<file path="config.mk">
export PLATFORM = sky130hd
export DESIGN_NAME = blk_clamp_loop
export DESIGN_NICKNAME = d
export VERILOG_FILES = /design/src/rtl/clamp_pkg.sv /design/src/rtl/clamp_err_acc.sv /design/src/rtl/clamp_div.sv /design/src/rtl/clamp_pace.sv /design/src/rtl/blk_clamp_loop.sv
export SDC_FILE = /design/constraint.sdc
export NUM_CORES = 1
export LEC_CHECK = 0
export ABC_AREA = 1
export CAP_MARGIN = 20
export CORE_MARGIN = 2
export CORE_UTILIZATION = 62
export DETAILED_ROUTE_END_ITERATION = 10
export PLACE_DENSITY = 0.81
export SLEW_MARGIN = 20
export SYNTH_ARGS = -nofsm -noshare
export SYNTH_HDL_FRONTEND = slang
export SYNTH_SLANG_ARGS = --single-unit
export TNS_END_PERCENT = 20
</file>
<file path="constraint.sdc">
create_clock -name clk -period 4.3 [get_ports clk]
set_input_delay 0.43 -clock clk [delete_from_list [all_inputs] [get_ports clk]]
set_output_delay 0.43 -clock clk [all_outputs]
set_load 0.01 [all_outputs]
</file>
<file path="src/rtl/clamp_pkg.sv">
package clamp_pkg;
    typedef enum logic {
        DIV_IDLE = 1'b0,
        DIV_RUN  = 1'b1
    } div_state_e;
endpackage

</file>
<file path="src/rtl/clamp_err_acc.sv">
module clamp_err_acc #(
    parameter int SAMPLE_W = 10,
    parameter int TARGET_W = 8,
    parameter int MAX_WIN  = 1024,
    parameter int ACC_W    = 24,
    parameter int CNT_W    = 11
) (
    input  logic                    clk,
    input  logic                    rst_n,
    input  logic [SAMPLE_W-1:0]     smp_i,
    input  logic                    smp_vld_i,
    input  logic                    win_i,
    input  logic [TARGET_W-1:0]     target_i,
    output logic                    win_end_o,
    output logic signed [ACC_W-1:0] sum_o,
    output logic [CNT_W-1:0]        cnt_o
);
    localparam int ERR_W = SAMPLE_W + 3;

    typedef struct packed {
        logic                    win;
        logic signed [ACC_W-1:0] acc;
        logic [CNT_W-1:0]        cnt;
    } acc_st_t;

    acc_st_t st_d, st_q;
    logic signed [ERR_W-1:0] err;

    always_comb begin
        err  = $signed({1'b0, smp_i, 2'b00}) - $signed({{(ERR_W-TARGET_W){1'b0}}, target_i});
        st_d = st_q;
        st_d.win = win_i;
        if (st_q.win && !win_i) begin
            st_d.acc = '0;
            st_d.cnt = '0;
        end else if (win_i && smp_vld_i && (st_q.cnt < CNT_W'(MAX_WIN))) begin
            st_d.acc = st_q.acc + {{(ACC_W-ERR_W){err[ERR_W-1]}}, err};
            st_d.cnt = st_q.cnt + 1'b1;
        end
    end

    always_ff @(posedge clk or negedge rst_n) begin
        if (!rst_n) st_q <= '0;
        else        st_q <= st_d;
    end

    assign win_end_o = st_q.win && !win_i;
    assign sum_o     = st_q.acc;
    assign cnt_o     = st_q.cnt;
endmodule

</file>
<file path="src/rtl/clamp_div.sv">
module clamp_div
    import clamp_pkg::*;
#(
    parameter int NUM_W = 24,
    parameter int DEN_W = 11
) (
    input  logic             clk,
    input  logic             rst_n,
    input  logic             start_i,
    input  logic [NUM_W-1:0] num_i,
    input  logic [DEN_W-1:0] den_i,
    output logic             busy_o,
    output logic             done_o,
    output logic [NUM_W-1:0] quo_o
);
    localparam int IT_W = $clog2(NUM_W + 1);

    typedef struct packed {
        div_state_e       st;
        logic [DEN_W-1:0] rem;
        logic [NUM_W-1:0] quo;
        logic [DEN_W-1:0] den;
        logic [IT_W-1:0]  it;
        logic             done;
    } div_st_t;

    div_st_t st_d, st_q;
    logic [DEN_W:0] trial;
    logic [DEN_W:0] diff;
    logic           fits;

    always_comb begin
        trial = {st_q.rem, st_q.quo[NUM_W-1]};
        diff  = trial - {1'b0, st_q.den};
        fits  = trial >= {1'b0, st_q.den};
        st_d  = st_q;
        st_d.done = 1'b0;
        case (st_q.st)
            DIV_IDLE: begin
                if (start_i) begin
                    st_d.st  = DIV_RUN;
                    st_d.rem = '0;
                    st_d.quo = num_i;
                    st_d.den = den_i;
                    st_d.it  = IT_W'(NUM_W);
                end
            end
            default: begin
                st_d.rem = fits ? diff[DEN_W-1:0] : trial[DEN_W-1:0];
                st_d.quo = {st_q.quo[NUM_W-2:0], fits};
                st_d.it  = st_q.it - 1'b1;
                if (st_q.it == IT_W'(1)) begin
                    st_d.st   = DIV_IDLE;
                    st_d.done = 1'b1;
                end
            end
        endcase
    end

    always_ff @(posedge clk or negedge rst_n) begin
        if (!rst_n) st_q <= '{st: DIV_IDLE, default: '0};
        else        st_q <= st_d;
    end

    assign busy_o = (st_q.st == DIV_RUN);
    assign done_o = st_q.done;
    assign quo_o  = st_q.quo;
endmodule

</file>
<file path="src/rtl/clamp_pace.sv">
module clamp_pace #(
    parameter int SKIP_W = 4
) (
    input  logic              clk,
    input  logic              rst_n,
    input  logic              line_start_i,
    input  logic [SKIP_W-1:0] skip_i,
    output logic              arm_o
);
    typedef struct packed {
        logic [SKIP_W-1:0] cnt;
    } pace_st_t;

    pace_st_t st_d, st_q;

    always_comb begin
        st_d  = st_q;
        arm_o = line_start_i && (st_q.cnt == '0);
        if (line_start_i) begin
            st_d.cnt = (st_q.cnt == '0) ? skip_i : st_q.cnt - 1'b1;
        end
    end

    always_ff @(posedge clk or negedge rst_n) begin
        if (!rst_n) st_q <= '0;
        else        st_q <= st_d;
    end
endmodule

</file>
<file path="src/rtl/blk_clamp_loop.sv">
module blk_clamp_loop #(
    parameter int SAMPLE_W   = 10,
    parameter int TARGET_W   = 8,
    parameter int DAC_W      = 10,
    parameter int SKIP_W     = 4,
    parameter int MAX_WIN    = 1024,
    parameter int GAIN_SHIFT = 2
) (
    input  logic                clk,
    input  logic                rst_n,
    input  logic [SAMPLE_W-1:0] smp_i,
    input  logic                smp_vld_i,
    input  logic                dark_win_i,
    input  logic                line_start_i,
    input  logic [TARGET_W-1:0] target_i,
    input  logic                loop_en_i,
    input  logic [SKIP_W-1:0]   line_skip_i,
    output logic [DAC_W-1:0]    dac_code_o
);
    localparam int CNT_W   = $clog2(MAX_WIN + 1);
    localparam int ACC_W   = SAMPLE_W + 4 + $clog2(MAX_WIN);
    localparam int WIDE_W  = ACC_W + 1;
    localparam logic [DAC_W-1:0] CODE_MID = DAC_W'(1) << (DAC_W - 1);
    localparam logic [DAC_W-1:0] CODE_MAX = '1;

    typedef struct packed {
        logic [DAC_W-1:0] corr;
        logic             arm;
        logic             neg;
    } top_st_t;

    top_st_t st_d, st_q;

    logic                    win_end;
    logic signed [ACC_W-1:0] win_sum;
    logic [CNT_W-1:0]        win_cnt;
    logic [ACC_W-1:0]        sum_mag;
    logic                    arm_pulse;
    logic                    div_start;
    logic                    div_busy;
    logic                    div_done;
    logic [ACC_W-1:0]        div_quo;
    logic [DAC_W-1:0]        corr_q;
    logic signed [WIDE_W-1:0] mean_s;
    logic signed [WIDE_W-1:0] step_s;
    logic signed [WIDE_W-1:0] next_s;

    clamp_err_acc #(
        .SAMPLE_W (SAMPLE_W),
        .TARGET_W (TARGET_W),
        .MAX_WIN  (MAX_WIN),
        .ACC_W    (ACC_W),
        .CNT_W    (CNT_W)
    ) u_acc (
        .clk       (clk),
        .rst_n     (rst_n),
        .smp_i     (smp_i),
        .smp_vld_i (smp_vld_i),
        .win_i     (dark_win_i),
        .target_i  (target_i),
        .win_end_o (win_end),
        .sum_o     (win_sum),
        .cnt_o     (win_cnt)
    );

    clamp_pace #(.SKIP_W(SKIP_W)) u_pace (
        .clk          (clk),
        .rst_n        (rst_n),
        .line_start_i (line_start_i),
        .skip_i       (line_skip_i),
        .arm_o        (arm_pulse)
    );

    assign sum_mag   = win_sum[ACC_W-1] ? ACC_W'(-win_sum) : ACC_W'(win_sum);
    assign div_start = win_end && st_q.arm && loop_en_i && (win_cnt != '0) && !div_busy;

    clamp_div #(.NUM_W(ACC_W), .DEN_W(CNT_W)) u_div (
        .clk     (clk),
        .rst_n   (rst_n),
        .start_i (div_start),
        .num_i   (sum_mag),
        .den_i   (win_cnt),
        .busy_o  (div_busy),
        .done_o  (div_done),
        .quo_o   (div_quo)
    );

    always_comb begin
        st_d   = st_q;
        mean_s = st_q.neg ? -$signed({1'b0, div_quo}) : $signed({1'b0, div_quo});
        step_s = mean_s >>> GAIN_SHIFT;
        next_s = $signed({{(WIDE_W-DAC_W){1'b0}}, st_q.corr}) - step_s;
        if (arm_pulse) begin
            st_d.arm = 1'b1;
        end else if (win_end) begin
            st_d.arm = 1'b0;
        end
        if (div_start) begin
            st_d.neg = win_sum[ACC_W-1];
        end
        if (div_done && loop_en_i) begin
            if (next_s < 0) begin
                st_d.corr = '0;
            end else if (next_s > $signed({{(WIDE_W-DAC_W){1'b0}}, CODE_MAX})) begin
                st_d.corr = CODE_MAX;
            end else begin
                st_d.corr = next_s[DAC_W-1:0];
            end
        end
    end

    always_ff @(posedge clk or negedge rst_n) begin
        if (!rst_n) st_q <= '{corr: CODE_MID, arm: 1'b0, neg: 1'b0};
        else        st_q <= st_d;
    end

    assign corr_q     = st_q.corr;
    assign dac_code_o = loop_en_i ? st_q.corr : DAC_W'(target_i);
endmodule

</file>
# After elaboration in Yosys (flattened, before gate mapping)
# Index checks and enable logic that the tools add are counted.
# op_classes
add_sub_neg	9
n_lt_le_gt_ge	4
n_eq_ne	1
n_mux	17
n_bitwise	1
reduce_logical	17
# op_table
cell	n
$mux W35	2
$mux W52	1
$mux W36	1
$mux W10	3
$mux W25	1
$neg A24 Y25	1
$add A24 B24 Y24	1
$gt A24 B11 Y1 const B	1
$lt A24 B1 Y1 const B	1
$mux W24	1
$neg A24 Y24	1
$sub A11 B23 Y24	1
$sub A12 B8 Y13	1
$ge A12 B11 Y1	1
$add A11 B1 Y11 const B	1
$lt A11 B11 Y1 const B	1
$mux W11	1
$reduce_bool A11 Y1	1
$sub A11 B11 Y11	1
$logic_and A1 B1 Y1	9
$reduce_bool A2 Y1	3
$eq A5 B1 Y1 const B	1
$mux W1	5
$mux W5	1
other kinds (7)	8
# totals
ff_bits	105
inputBits	28
out_inout_bits	10
wordCells	62

# Longest topological paths before layout
# Gate-level depths: netlist of the first run.
# depth
word_depth	8
depth_mapped	27
mapped_depth_nobuf	27

# Cells and area by module
# Synthesis of the first run repeated with hierarchy kept, for this count alone.
# hier_totals
cells_unflattened	1575
area_unflattened_um2	10216.0
# modules_own_cells
module	instances	cells_each	area_per_inst_um2
clamp_err_acc	1	606	3857.4
clamp_div	1	423	3208.1
blk_clamp_loop	1	502	2874.0
clamp_pace	1	44	276.5

# Least setup slack after synthesis of the first run
# Ideal clock, no wire load.
# synth_path
path_type	input-to-reg
startpoint	in target_i[2]
endpoint	reg u_acc.st_q, in the netlist u_acc.sum_o[19]
setup_time_ns	0.130
arrival_ns	3.406
slack_ns	0.764
cell_stages	27
path_cell_list	inv_1 > ha_1 > a31o_2 > nand3_1 > nand2_1 > a21o_1 > a21oi_1 > inv_1 > nand2_1 > inv_1 > nor2_1 > nand2_1 > xor2_1 > ha_1 > nand2_1 > nor2_1 > inv_1 > o21ai_0 > a21oi_1 > o21ai_0 > nand2_1 > nand2_1 > nand3_1 > nand2_1 > a21oi_1 > o21ai_0 > o21ai_0
# synth_via
elab_chain_cells	4
# synth_lines
item	line	rtl
start, declared	blk_clamp_loop.sv:15	input logic [TARGET_W-1:0] target_i,
$sub A12 B8 Y13	clamp_err_acc.sv:30	err = $signed({1'b0, smp_i, 2'b00}) - $signed({{(ERR_W-TARGET_W){1'b0}}, target_i});
$add A24 B24 Y24	clamp_err_acc.sv:37	st_d.acc = st_q.acc + {{(ACC_W-ERR_W){err[ERR_W-1]}}, err};
$mux W35	clamp_err_acc.sv:36	end else if (win_i && smp_vld_i && (st_q.cnt < CNT_W'(MAX_WIN))) begin
$mux W35	clamp_err_acc.sv:33	if (st_q.win && !win_i) begin
end signal, assigned	clamp_err_acc.sv:44	else st_q <= st_d;
end, declared	clamp_err_acc.sv:26	acc_st_t st_d, st_q;
# No other way between the ends. The select of a mux whose other input is x is not followed.
# A chain may end at the register's enable or synchronous reset.

# Final worst setup path of the first run
# Ends and elaborated chain as after synthesis.

==> results of run 1 <==
## synthesized netlist by cell type, types with 10 or more instances
cell and instances:
o221ai_1 22, xor2_1 31, inv_1 165, nor2_1 108, o22ai_1 10, o21ai_0 113, nand3_1 74, nand2_1 292
nand2_2 16, ha_1 57, nor3_1 19, dfrtp_1 104, nor2_2 13, nand4_1 17, o211ai_1 10, clkbuf_1 26
a21oi_1 78
## final cells by class
class,count,share of cell area
clock buffers,9,0.0237
clock inverters,7,0.0133
inverters,170,0.0672
multi-input cells,938,0.548
flip-flops and latches,105,0.277
well taps,176,0.0232
repair buffers,48,0.0479
## power groups by stage
stage | clock network (W) | registers, W | logic [W]
floorplan | 0 | 0.00159 | 0.00394
global placement | 0 | 0.00171 | 0.00472
detailed placement | 0 | 0.00172 | 0.00483
CTS | 0.000984 | 0.00171 | 0.00487
global route | 0.00103 | 0.00177 | 0.00561
finish | 0.000970 | 0.00172 | 0.00491
## registers in the layout, indices dropped and copies added (netlist names)
| name | count |
|---|---|
| u_pace.st_q | 4 |
| u_acc.st_q | 1 |
| u_div.done_o | 1 |
| u_acc.sum_o | 24 |
| u_div.st_q | 27 |
| st_q | 2 |
| u_div.quo_o | 24 |
| u_div.busy_o | 1 |
| corr_q | 10 |
| u_acc.cnt_o | 11 |
## worst min path at each step
| stage | depth (start not counted) | end | slack (ns) | startpoint |
|---|---|---|---|---|
| after detailed placement | 1 | u_div.done_o | 0.47 | u_div.st_q[5] |
| after CTS | 1 | u_div.st_q[47] | 0.28 | rst_n |
| after global routing | 1 | u_div.st_q[47] | 0.17 | rst_n |
| after global placement | 1 | u_div.done_o | 0.47 | u_div.st_q[5] |
| final | 1 | u_div.st_q[47] | 0.10 | rst_n |
| after floorplan | 0 | corr_q[0] | 0.13 | rst_n |
## worst max-delay path, delay by kind of cell
kind	cells	cell delay (ns)
AO/OA/AOI/OAI	9	1.34
AND/OR/NAND/NOR	11	0.97
buffers and inverters	5	0.68
adder cells (fa/ha/maj)	2	0.60
XOR/XNOR	1	0.15
## stage by stage
step	utilization	setup slack (ns)	setup TNS (ns)	power (W)
floorplan	-	0.764	0	0.00553
finish	0.708	0.321	0	0.00760
CTS	0.708	0.298	0	0.00756
global placement	0.681	0.112	0	0.00643
global route	0.708	0.00304	0	0.00841
detailed placement	0.681	-0.0671	-0.0671	0.00655
## cell families (layout without fill, tap and decap cells)
group,count (synthesis),after routing,share of synthesized area
xor+xnor,39,39,0.0398
simple gates,571,571,0.296
compound gates,268,268,0.179
buf+inv,199,234,0.0888
fa+ha+maj,60,60,0.0901
flops,105,105,0.306
## metal layers
metal | wire length, um | vias up | global-route usage
met5 | 0 | - | 0
met1 | 9740 | 3743 | 0.418
met3 | 1400 | 48 | 0.0613
met4 | 480 | 0 | 0.0927
li1 | - | 4185 | -
met2 | 9640 | 281 | 0.497
## cell usage in the layout, fill, tap and decap left out, types with 3 or more instances in the layout
master,instances
a21boi_0,3
a21o_1,4
a21oi_1,78
a31oi_1,5
buf_4,11
bufinv_16,3
clkbuf_16,9
clkdlybuf4s50_1,36
dfrtp_1,104
fa_1,3
ha_1,57
inv_1,165
inv_2,3
nand2_1,292
nand2_2,16
nand2_4,6
nand3_1,74
nand3_2,5
nand4_1,17
nor2_1,106
nor2_2,15
nor2_4,4
nor3_1,19
nor3_2,3
nor4_1,8
o211ai_1,10
o21ai_0,112
o21ai_1,9
o21bai_1,3
o221ai_1,22
o22ai_1,10
o31ai_1,3
xnor2_1,8
xor2_1,31
==> metrics.txt, run 1 <==
Lkg Pwr 4.72 nW; # diodes 0; max_slew headroom 0.342; Ys Warns 0; CP most frequent cell nand2_1; Setup Fix Bufs, Post-CTS 0; Inst Count DP 1437; Slew Limit Fails 0; gpl congestion 0.933; post-synth top area share 0.303; gr ovfl total 0; Setup crit start kind input pin; Area Overhead vs Synth 10.6%; min Tclk post-route 3.98 ns; Highest Clock Rate 0.251 GHz; port buffer count 37; DIE WIDTH 122 um; CTS clk-pin slew, worst paths 0.07 ns; Post-synth EDFFs 0; number of global-route vias before repair 7772; Hold Fails Final Rpt 0; Crit. End Element flip-flop; WP data arrival 4.19 ns; post_cts resized 0; Clock Power Share 0.128; Reg2Reg Depth 22; GRT Total Usage 0.307; run status finished, final reports clean; Initial DRC Count 597; syn_nets 1330; clock buffer count from CTS 9; post-synthesis cell type count 47; worst vdd ir 0.000430 V; initial core utilization 0.640; switch share 0.512; register bit total from synthesis 105; R2R Setup Slk 0.75 ns; design area 9490 sq um; Nets 1360; worst-path maximum fanout 3; first-pass GRT wire length 36500 um; Vias 8257; skew final 0.00694 ns; vias per cell 5.68; Area contributors post-synth dfrtp_1 30%, nand2_1 13%, ha_1 8.3%; WHS 0.103 ns; CTS Buffer Depth 2; Hold-fix buffers, CTS 0; Routed Antenna Nets 0; period utilization 0.925; Boundary Pins 38; CTS H-Tree Depth 3; largest area contributor in the netlist dfrtp_1; Seq/Total Area, Yosys 0.306; Worst Setup SP target_i[2]; RR Endpoint corr_q[6]; post-DP HPWL 16300 um; Worst path slowest cell clkdlybuf4s50_1; initial antenna violation count 0; syn_area_per_cell 6.91 sq um; Clock Tree Root clkbuf_16; Comb pwr share 0.646; largest net degree at the start of global routing 81; multi-input logic area 5200 sq um; WL/cell 14.6 um; sw power 0.00389 W; final wirelength 21300 um; PD cells 801 nW/um^2; placed cell area 9130 sq um; Main synth FF type dfrtp_1; r2r startpoint st_q[0]; CTS tree built; Sequential Area 2630 sq um; worst-margin pin slew 0.986 ns; Max Cap Viol 0; die height 122 um; Seq pwr share 0.226; Req. time, crit path 4.51 ns; Site Rows 42; fraction of layout cells with a size suffix above 1 0.0673; core area 13400 sq um; HP Class input pin to asynchronous set/reset pin; crit path to u_acc.sum_o[19]; # clock sinks 105; Die ar. 14800 sq um; Layout Cells excl Fill 1453; Initial DRT Pass Iterations 5; synthesized netlist cell count 1242; P_int 0.00371 W; ys async rst share 1.00; Fillers 1151; Final Setup Violations 0; unrepaired setup endpoints after global routing false; CP peak stage delay 0.45 ns; Syn Std Cell Area 8580 sq um; drt drc 0; CP Class input pin to flip-flop; clock latency on the worst-skew pair 0.35 ns
(Power assumes the default switching activity.)
==> inputs of run 2 (changes only) <==
HOLD_SLACK_MARGIN = 0.05   (was not set)
==> results of run 2 <==
The final DEF is identical to that of run 1; final timing and power are the same.
